File: src/rtl/smbh_pkg.sv
package smbh_pkg;
   // register offsets (software-visible decode)
   localparam int OFF_STS  = 'h0;
   localparam int OFF_CTL  = 'h2;
   localparam int OFF_ADR  = 'h4;
   localparam int OFF_DAT  = 'h6;
   localparam int OFF_CMD  = 'h8;
   localparam int OFF_FIFO = 'h9;

   // status bit positions
   localparam int ST_TMO  = 5;
   localparam int ST_DONE = 4;
   localparam int ST_BUSY = 3;
   localparam int ST_PROT = 2;
   localparam int ST_COL  = 1;
   localparam int ST_ABRT = 0;
   localparam logic [5:0] ST_W1C_MASK = 6'b11_0111;

   // control bit positions
   localparam int CT_ABORT = 5;
   localparam int CT_IEN   = 4;
   localparam int CT_START = 3;

   typedef struct packed {
      logic tmo;
      logic prot;
      logic col;
      logic abrt;
   } smbh_err_t;
endpackage

File: src/rtl/smbh_status.sv
module smbh_status
   import smbh_pkg::*;
(
   input  logic       clk,
   input  logic       rst_n,
   input  logic       sts_we,
   input  logic [5:0] sts_wdata,
   input  logic       start_req,
   input  logic       abort_req,
   input  logic       done,
   input  smbh_err_t  err,
   output logic       busy,
   output logic [5:0] sts,
   output logic       start_p,
   output logic       abort_p
);
   logic [5:0] flags_q, flags_n;
   logic       start_ok, abort_ok, done_ok;

   assign start_ok = start_req & ~busy;
   assign abort_ok = abort_req & busy;
   assign done_ok  = done & busy;

   always_comb begin
      flags_n = flags_q;
      if (sts_we) flags_n = flags_n & ~(sts_wdata & ST_W1C_MASK);
      if (done_ok) begin
         flags_n[ST_DONE] = 1'b1;
         flags_n[ST_TMO]  = flags_n[ST_TMO]  | err.tmo;
         flags_n[ST_PROT] = flags_n[ST_PROT] | err.prot;
         flags_n[ST_COL]  = flags_n[ST_COL]  | err.col;
         flags_n[ST_ABRT] = flags_n[ST_ABRT] | err.abrt;
      end
      flags_n[ST_BUSY] = 1'b0;
   end

   always_ff @(posedge clk) begin
      if (!rst_n) begin
         flags_q <= '0;
         busy    <= 1'b0;
         start_p <= 1'b0;
         abort_p <= 1'b0;
      end else begin
         flags_q <= flags_n;
         start_p <= start_ok;
         abort_p <= abort_ok;
         if (start_ok)     busy <= 1'b1;
         else if (done_ok) busy <= 1'b0;
      end
   end

   always_comb begin
      sts          = flags_q;
      sts[ST_BUSY] = busy;
   end
endmodule

File: src/rtl/smbh_hregs.sv
module smbh_hregs
   import smbh_pkg::*;
#(
   parameter int DATA_W = 16
)(
   input  logic              clk,
   input  logic              rst_n,
   input  logic              we_ctl,
   input  logic              we_adr,
   input  logic              we_dat,
   input  logic              we_cmd,
   input  logic [DATA_W-1:0] wdata,
   input  logic              busy,
   input  logic              eng_load,
   input  logic [DATA_W-1:0] eng_word,
   output logic [2:0]        cyc,
   output logic              ien,
   output logic [7:0]        adr,
   output logic [7:0]        cmd,
   output logic [DATA_W-1:0] dat,
   output logic              fifo_clr
);
   assign fifo_clr = we_dat & ~busy;

   always_ff @(posedge clk) begin
      if (!rst_n) begin
         cyc <= '0;
         ien <= 1'b0;
         adr <= '0;
         cmd <= '0;
         dat <= '0;
      end else begin
         if (we_ctl) begin
            cyc <= wdata[2:0];
            ien <= wdata[CT_IEN];
         end
         if (we_adr) adr <= wdata[7:0];
         if (we_cmd) cmd <= wdata[7:0];
         if (eng_load)    dat <= eng_word;
         else if (we_dat) dat <= wdata;
      end
   end
endmodule

File: src/rtl/smbh_fifo.sv
module smbh_fifo #(
   parameter int DEPTH  = 32,
   parameter int WIDTH  = 8,
   localparam int PTR_W = (DEPTH > 1) ? $clog2(DEPTH) : 1,
   localparam int CNT_W = PTR_W + 1
)(
   input  logic             clk,
   input  logic             rst_n,
   input  logic             clr,
   input  logic             push,
   input  logic [WIDTH-1:0] push_data,
   input  logic             pop,
   output logic [WIDTH-1:0] head,
   output logic [CNT_W-1:0] cnt
);
   localparam bit IS_POW2 = (DEPTH == (1 << PTR_W));

   if (DEPTH < 2) begin : g_bad_depth
      $error("smbh_fifo: DEPTH must be at least 2");
   end

   logic [WIDTH-1:0] mem [DEPTH];
   logic [PTR_W-1:0] wr_ptr, rd_ptr, wr_nxt, rd_nxt;
   logic             push_ok, pop_ok;

   if (IS_POW2) begin : g_wrap_nat
      assign wr_nxt = wr_ptr + 1'b1;
      assign rd_nxt = rd_ptr + 1'b1;
   end else begin : g_wrap_cmp
      assign wr_nxt = (wr_ptr == PTR_W'(DEPTH-1)) ? '0 : wr_ptr + 1'b1;
      assign rd_nxt = (rd_ptr == PTR_W'(DEPTH-1)) ? '0 : rd_ptr + 1'b1;
   end

   assign push_ok = push & (cnt != CNT_W'(DEPTH));
   assign pop_ok  = pop & (cnt != '0);
   assign head    = (cnt != '0) ? mem[rd_ptr] : '0;

   always_ff @(posedge clk) begin
      if (!rst_n || clr) begin
         wr_ptr <= '0;
         rd_ptr <= '0;
         cnt    <= '0;
      end else begin
         if (push_ok) wr_ptr <= wr_nxt;
         if (pop_ok)  rd_ptr <= rd_nxt;
         cnt <= cnt + CNT_W'(push_ok) - CNT_W'(pop_ok);
      end
   end

   always_ff @(posedge clk) begin
      if (push_ok && !clr) mem[wr_ptr] <= push_data;
   end
endmodule

File: src/rtl/smbh_regfront.sv
module smbh_regfront
   import smbh_pkg::*;
#(
   parameter int ADDR_W     = 4,
   parameter int FIFO_DEPTH = 32
)(
   input  logic              clk,
   input  logic              rst_n,
   input  logic              io_wr,
   input  logic              io_rd,
   input  logic [ADDR_W-1:0] io_addr,
   input  logic [15:0]       io_wdata,
   output logic [15:0]       io_rdata,
   output logic              irq,
   output logic              eng_start,
   output logic              eng_abort,
   output logic [2:0]        eng_cycle,
   output logic [7:0]        eng_addr,
   output logic [7:0]        eng_cmd,
   output logic [15:0]       eng_data,
   input  logic              eng_done,
   input  logic [3:0]        eng_err,
   input  logic              eng_data_we,
   input  logic [15:0]       eng_data_in,
   input  logic              eng_fifo_pop,
   output logic [7:0]        eng_fifo_head,
   input  logic              eng_fifo_push,
   input  logic [7:0]        eng_fifo_wdata
);
   localparam int CNT_W = $clog2(FIFO_DEPTH) + 1;

   if (ADDR_W < 4) begin : g_bad_addr
      $error("smbh_regfront: ADDR_W must cover offset 0x9");
   end

   logic hit_sts, hit_ctl, hit_adr, hit_dat, hit_cmd, hit_fifo;
   assign hit_sts  = io_addr == ADDR_W'(OFF_STS);
   assign hit_ctl  = io_addr == ADDR_W'(OFF_CTL);
   assign hit_adr  = io_addr == ADDR_W'(OFF_ADR);
   assign hit_dat  = io_addr == ADDR_W'(OFF_DAT);
   assign hit_cmd  = io_addr == ADDR_W'(OFF_CMD);
   assign hit_fifo = io_addr == ADDR_W'(OFF_FIFO);

   logic             busy;
   logic [5:0]       sts;
   logic             ien, fifo_clr;
   logic [CNT_W-1:0] fifo_cnt;
   logic             done_load;

   smbh_status u_status (
      .clk       (clk),
      .rst_n     (rst_n),
      .sts_we    (io_wr & hit_sts),
      .sts_wdata (io_wdata[5:0]),
      .start_req (io_wr & hit_ctl & io_wdata[CT_START]),
      .abort_req (io_wr & hit_ctl & io_wdata[CT_ABORT]),
      .done      (eng_done),
      .err       (smbh_err_t'(eng_err)),
      .busy      (busy),
      .sts       (sts),
      .start_p   (eng_start),
      .abort_p   (eng_abort)
   );

   assign done_load = eng_done & busy & eng_data_we;

   smbh_hregs #(.DATA_W(16)) u_hregs (
      .clk      (clk),
      .rst_n    (rst_n),
      .we_ctl   (io_wr & hit_ctl),
      .we_adr   (io_wr & hit_adr),
      .we_dat   (io_wr & hit_dat),
      .we_cmd   (io_wr & hit_cmd),
      .wdata    (io_wdata),
      .busy     (busy),
      .eng_load (done_load),
      .eng_word (eng_data_in),
      .cyc      (eng_cycle),
      .ien      (ien),
      .adr      (eng_addr),
      .cmd      (eng_cmd),
      .dat      (eng_data),
      .fifo_clr (fifo_clr)
   );

   smbh_fifo #(.DEPTH(FIFO_DEPTH), .WIDTH(8)) u_fifo (
      .clk       (clk),
      .rst_n     (rst_n),
      .clr       (fifo_clr),
      .push      ((io_wr & hit_fifo) | eng_fifo_push),
      .push_data (eng_fifo_push ? eng_fifo_wdata : io_wdata[7:0]),
      .pop       ((io_rd & hit_fifo) | eng_fifo_pop),
      .head      (eng_fifo_head),
      .cnt       (fifo_cnt)
   );

   assign irq = sts[ST_DONE] & ien;

   always_comb begin
      io_rdata = '0;
      if (hit_sts)  io_rdata = {10'b0, sts};
      if (hit_ctl)  io_rdata = {11'b0, ien, 1'b0, eng_cycle};
      if (hit_adr)  io_rdata = {8'b0, eng_addr};
      if (hit_dat)  io_rdata = eng_data;
      if (hit_cmd)  io_rdata = {8'b0, eng_cmd};
      if (hit_fifo) io_rdata = {8'b0, eng_fifo_head};
   end
endmodule

File: config.mk
export PLATFORM = sky130hd
export DESIGN_NAME = smbh_regfront
export DESIGN_NICKNAME = d
export VERILOG_FILES = /design/src/rtl/smbh_pkg.sv /design/src/rtl/smbh_status.sv /design/src/rtl/smbh_hregs.sv /design/src/rtl/smbh_fifo.sv /design/src/rtl/smbh_regfront.sv
export SDC_FILE = /design/constraint.sdc
export NUM_CORES = 1
export LEC_CHECK = 0
export CAP_MARGIN = 25
export CORE_ASPECT_RATIO = 0.75
export CORE_MARGIN = 5
export CORE_UTILIZATION = 45
export DETAILED_ROUTE_END_ITERATION = 10
export PLACE_DENSITY_LB_ADDON = 0.12
export SLEW_MARGIN = 20
export SYNTH_ARGS = -nofsm -noshare
export SYNTH_HDL_FRONTEND = slang
export SYNTH_HIERARCHICAL = 1
export SYNTH_SLANG_ARGS = --single-unit
File: constraint.sdc
create_clock -name clk -period 3.83 [get_ports clk]
set_input_delay 0.9575 -clock clk [delete_from_list [all_inputs] [get_ports clk]]
set_output_delay 0.9575 -clock clk [all_outputs]
set_load 0.005 [all_outputs]
# == After elaboration in Yosys (flattened, before gate mapping) ==
# Memory sizes are Yosys's and may differ from the RTL's. A register that Yosys moved wholly into a read port is not among the register bits.
# Cells that the tools add are included.
# W data, S select, Z words.
# totals
register_bits,61
latchBits,0
ram_bits,256
romBits,0
output_inout_bits,62
memories,1
# classes
add_sub_neg,4
n_mul,0
n_div,0
n_lt_le_gt_ge,0
n_eq_ne,6
shift,0
mux,19
bitwise_logic,26
n_reduce_logical,9
# mem_list
name,depth,width,rd,rd_ports_with_merged_regs,write_ports,line,text
u_fifo.mem,32,8,1,1,1,smbh_fifo.sv:22,logic [WIDTH-1:0] mem [DEPTH];
# op_table
operator,n
$mux W16,7
$and A1 B1 Y1,17
$mux W8,2
$mux W6,2
$add A5 B1 Y5 const B,2
$mux W5,2
$eq A4 B3 Y1 const B,2
$eq A4 B4 Y1 const B,2
$add A6 B1 Y6,1
$and A6 B6 Y6,1
$ne A6 B6 Y1 const B,1
$not A6 Y6,1
$or A1 B1 Y1,6
$reduce_bool A2 Y1,3
$reduce_bool A6 Y1,1
$sub A6 B1 Y6,1
$eq A4 B2 Y1 const B,1
$logic_not A4 Y1,1
$mux W1,4
$mux W3,1
$logic_not A1 Y1,2
$mux W2,1
$logic_and A1 B1 Y1,1
$logic_or A1 B1 Y1,1
$not A1 Y1,1

# == Logic depth before layout (Yosys ltp) ==
# depth
word_depth,7
mapped_depth,15

# == Hierarchy ==
# Netlist, hierarchy kept.
# by_module_without_submodules
module,n_inst,cells_each,area_each_um2,seq_area_each_um2
smbh_fifo,1,549,10955.5,8107.8
smbh_hregs,1,137,1601.5,720.7
smbh_regfront,1,101,743.2,0.0
smbh_status,1,26,279.0,160.2

# == Least setup slack after synthesis ==
# Ideal clock, no wire load.
# synth_path
path_kind,input-to-reg
start,in io_addr[0]
end,reg u_fifo.cnt[4]
arrival_time_ns,3.232
path_slack_ns,0.473
cell_stages,14
path_buffers,3
cell_sequence,buf_2 > buf_2 > buf_2 > a31o_2 > nand2_1 > ha_1 > inv_1 > ha_1 > inv_1 > fa_1 > nand2b_1 > a21oi_1 > o21a_1 > nor3_1
# synth_between
elab_chain_cells,6
word_cells_on_any_way,13
classes_between,add/sub (2); eq/ne (2); bitwise (8); reduce/logical (1)
# synth_rtl
element,line,text
from (decl),smbh_regfront.sv:11,"input logic [ADDR_W-1:0] io_addr,"
$eq A4 B4 Y1,smbh_regfront.sv:42,assign hit_fifo = io_addr == ADDR_W'(OFF_FIFO);
$and A1 B1 Y1,smbh_regfront.sv:90,".push ((io_wr & hit_fifo) | eng_fifo_push),"
$or A1 B1 Y1,smbh_regfront.sv:90,
$and A1 B1 Y1,smbh_fifo.sv:34,assign push_ok = push & (cnt != CNT_W'(DEPTH));
$add A6 B1 Y6,smbh_fifo.sv:46,cnt <= cnt + CNT_W'(push_ok) - CNT_W'(pop_ok);
$sub A6 B1 Y6,smbh_fifo.sv:46,
to (signal assigned),smbh_fifo.sv:46,
to (decl),smbh_fifo.sv:14,output logic [CNT_W-1:0] cnt
# Parallel ways exist; a longest one is shown, timed or not.
# A chain may end at the register's enable or synchronous reset.

==> results by group <==
Die
  • Chip height: 160 um
  • Die W: 211 um
  • Num rows: 55
  • Initial Utilization: 0.454
  • DIE AREA: 0.0338 mm2
  • IO Count: 118
  • Core area: 0.0299 mm2

Clock tree
  • Htree depth: 1
  • Cts bufs inserted: 31
  • Worst skew pair latency: 570 ps
  • Max Root-Sink Buffers: 3
  • Root buffer cell: clkbuf_16
  • CTS Sinks: 321
  • Post-CTS Hold Buffers: 0
  • CTS tree: done
  • Clock slew at reported path FFs: 70 ps

Logic synthesis
  • Synth Net Count: 884
  • EDFF count, synth: 256
  • Async SR Flop Fraction: 0
  • Synthesized area: 0.0136 mm2
  • Sequential share of the synthesized area: 0.662
  • Flops & latches, synth: 321
  • Leading area contributor after synthesis: edfxtp_1
  • Yosys warning count: 6
  • Area share of the largest cell type after synthesis: 0.566
  • Most used flip-flop cell after synthesis: edfxtp_1
  • Synth Instances: 813
  • Unique masters post-synth: 55
  • Top post-synthesis cells by area: edfxtp_1, mux4_2, dfxtp_1, mux2i_1, mux2_2
  • Syn_area_per_cell: 16.7 um2

Finish
  • Finished Cell Area: 0.0171 mm2
  • Layout cell share with drive strength beyond 1: 0.295
  • Non-filler cells, final: 1443
  • Core Util, Final: 0.572
  • Inserted Diodes: 0
  • Area delta synth->final: 26.1%
  • Nets@finish: 1090

Detailed routing
  • Drt total wl: 34100 um
  • Drt first pass iters: 5
  • Routed vias/inst: 5.54
  • DRC violations left: 0
  • WL/cell: 23.7 um
  • Routed vias: 7990
  • Initial drt markers: 708
  • Post-route ant nets: 0

Global route
  • Largest net degree at the start of global routing: 33
  • GRT met2 Usage: 0.304
  • First-pass GRT wire length: 51600 um
  • Vias in the first global route: 8087
  • Initial antenna violation count: 0
  • GR Util met3: 0.0316
  • Overall Global Routing Usage: 0.200
  • Total grt overflow: 0
  • Most used routing layer: met1
  • Met1 GRT Util: 0.313

Min path
  • Min-delay worst type: reg2reg
  • Hold Path Stages: 1
  • Hold_sp: u_status/flags_q[4]

Flow run
  • Maxcap violations: 0

Worst setup path
  • Largest stage delay, worst path: 490 ps
  • CP max-delay cell: mux4_2
  • Most frequent CP cell: mux4_2
  • Crit-path cells: buf_12, buf_16, mux4_2, mux4_2, inv_2, a221oi_2, mux2_4, a221o_1, buf_2
  • Levels on crit path: 9
  • Bufs and invs on worst path: 4
  • Reg2Reg Depth: 16
  • Critical Path RT: 2870 ps
  • Worst setup SP type: register
  • CP Max Fanout: 7
  • CP Capture Type: output pin
  • WS Path Type: reg2out
  • RR Startpoint: u_fifo/cnt[2]
  • Crit path max-delay family: multiplexers
  • WP data arrival: 3110 ps

Place
  • Placed Instances: 1374
  • Port bufs: 117
  • Dpl hpwl: 23500 um
  • Cell Area, Placed: 0.0158 mm2
  • Routability cong.: 0.859

Timing
  • Unrepaired setup endpoints after global routing: yes
  • Worst-Margin Slew: 822 ps
  • Final Skew: 25.4 ps
  • Hold slack: 501 ps
  • Slew Limit Headroom: 0.452
  • Pins Over Slew Limit: 0
  • Fin. Hold Viols: 0
  • Setup TNS: -1090 ps
  • Final setup vio count: 8
  • Fin crit period: 4060 ps
  • Fmax: 246 MHz
  • Final setup margin: -234 ps
  • Final period util: 1.06

Power
  • Power density over the cells: 554 mW/mm2
  • Pleak: 5.94 nW
  • Worst IR drop on VDD: 479 uV

Status
  • Run status: finished with violations
  • Violated checks: setup timing
[power by group]
part           total, mW  internal, mW  switching [mW]  leakage (nW)
logic               2.32          1.18            1.14          2.58
clock network       3.22          1.92            1.31         0.530
registers           3.95          3.89          0.0647          2.83
total               9.49          6.98            2.51          5.94
[metrics by stage]
step           total power, mW  setup WS [ps]
6_report                  9.49           -234
5_1_grt                   9.87           -306
4_1_cts                   9.54           -336
3_5_place_dp              6.13          -78.7
3_3_place_gp              6.09          -58.6
2_1_floorplan             5.22            473
[state kept, by name (all words and copies together), names as in the netlist, named ones only]
| signal | flops |
|---|---|
| u_hregs/dat | 16 |
| u_status/start_p | 1 |
| u_status/flags_q | 5 |
| u_fifo/mem | 256 |
| u_status/abort_p | 1 |
| u_fifo/cnt | 6 |
| u_fifo/wr_ptr | 5 |
| u_hregs/ien | 1 |
| u_hregs/cyc | 3 |
| u_hregs/adr | 8 |
| u_hregs/cmd | 8 |
| u_fifo/rd_ptr | 5 |
| u_status/busy | 1 |
[placed cells by master, fill, tap and decap left out, drive strengths merged, types with 4 or more instances in the layout]
master,instances
nor3,6
inv,27
clkbuf,38
mux4,72
buf,114
o211ai,4
xor2,6
nand2,27
clkdlybuf4s50,99
nor2,50
nand2b,21
and3,4
mux2i,29
a21oi,7
o22ai,4
nor2b,28
o211a,16
o221ai,6
ha,14
dfxtp,65
nor3b,4
a31oi,7
mux2,31
and2,15
nand3,7
a211o,4
clkinv,11
o21ai,4
bufinv,6
a221oi,9
nand3b,10
edfxtp,256
a32o,4
[metal layers]
metal,part of all wire,up-vias
met5,0,-
met4,0.015,0
met3,0.055,42
met2,0.46,188
met1,0.47,4159
li1,-,3601
[cell type report]
| class | instances | area (um2) |
|---|---|---|
| Fill cell | 2303 | 12800 |
| Sequential cell | 321 | 9000 |
| Multi-Input combinational cell | 420 | 4400 |
| Timing Repair Buffer | 221 | 2060 |
| Clock buffer | 36 | 805 |
| Tap cell | 399 | 499 |
| Clock inverter | 22 | 277 |
| Inverter | 24 | 90.1 |
[timing repair]
| action | in CTS | in global routing |
|---|---|---|
| endpoints found under the setup margin | 16 | 23 |
| gates resized for setup | 78 | 22 |
| pin swaps | 8 | 7 |
| gates cloned | 2 | 1 |
| setup buffers | 8 | 5 |
[path summary, 6_finish.rpt]
check	end	slack, ps
setup reg to reg	u_fifo/cnt[4]	940
hold / removal	u_status/flags_q[4]	500
hold reg to reg	u_status/flags_q[4]	500
setup / recovery	io_rdata[5]	-230
[cell usage after synthesis (all sizes together) (18+ instances only)]
| master | n |
|---|---|
| buf | 30 |
| nor2b | 28 |
| clkbuf | 18 |
| edfxtp | 256 |
| dfxtp | 65 |
| nand2b | 21 |
| mux4 | 72 |
| mux2 | 31 |
| inv | 24 |
| nand2 | 27 |
| mux2i | 29 |
| nor2 | 50 |
[kinds of logic (layout without fill, tap and decap cells)]
| kind of cell | Yosys count | in the layout | synth area share |
|---|---|---|---|
| flip-flops | 321 | 321 | 0.662 |
| AND/OR/NAND/NOR | 188 | 188 | 0.0770 |
| multiplexers | 132 | 132 | 0.169 |
| AO/OA/AOI/OAI | 76 | 76 | 0.0449 |
| buffers and inverters | 72 | 303 | 0.0270 |
| adder cells (fa/ha/maj) | 15 | 15 | 0.0144 |
| XOR/XNOR | 9 | 9 | 0.00581 |
Note: power is estimated with default switching activity, not from simulation.
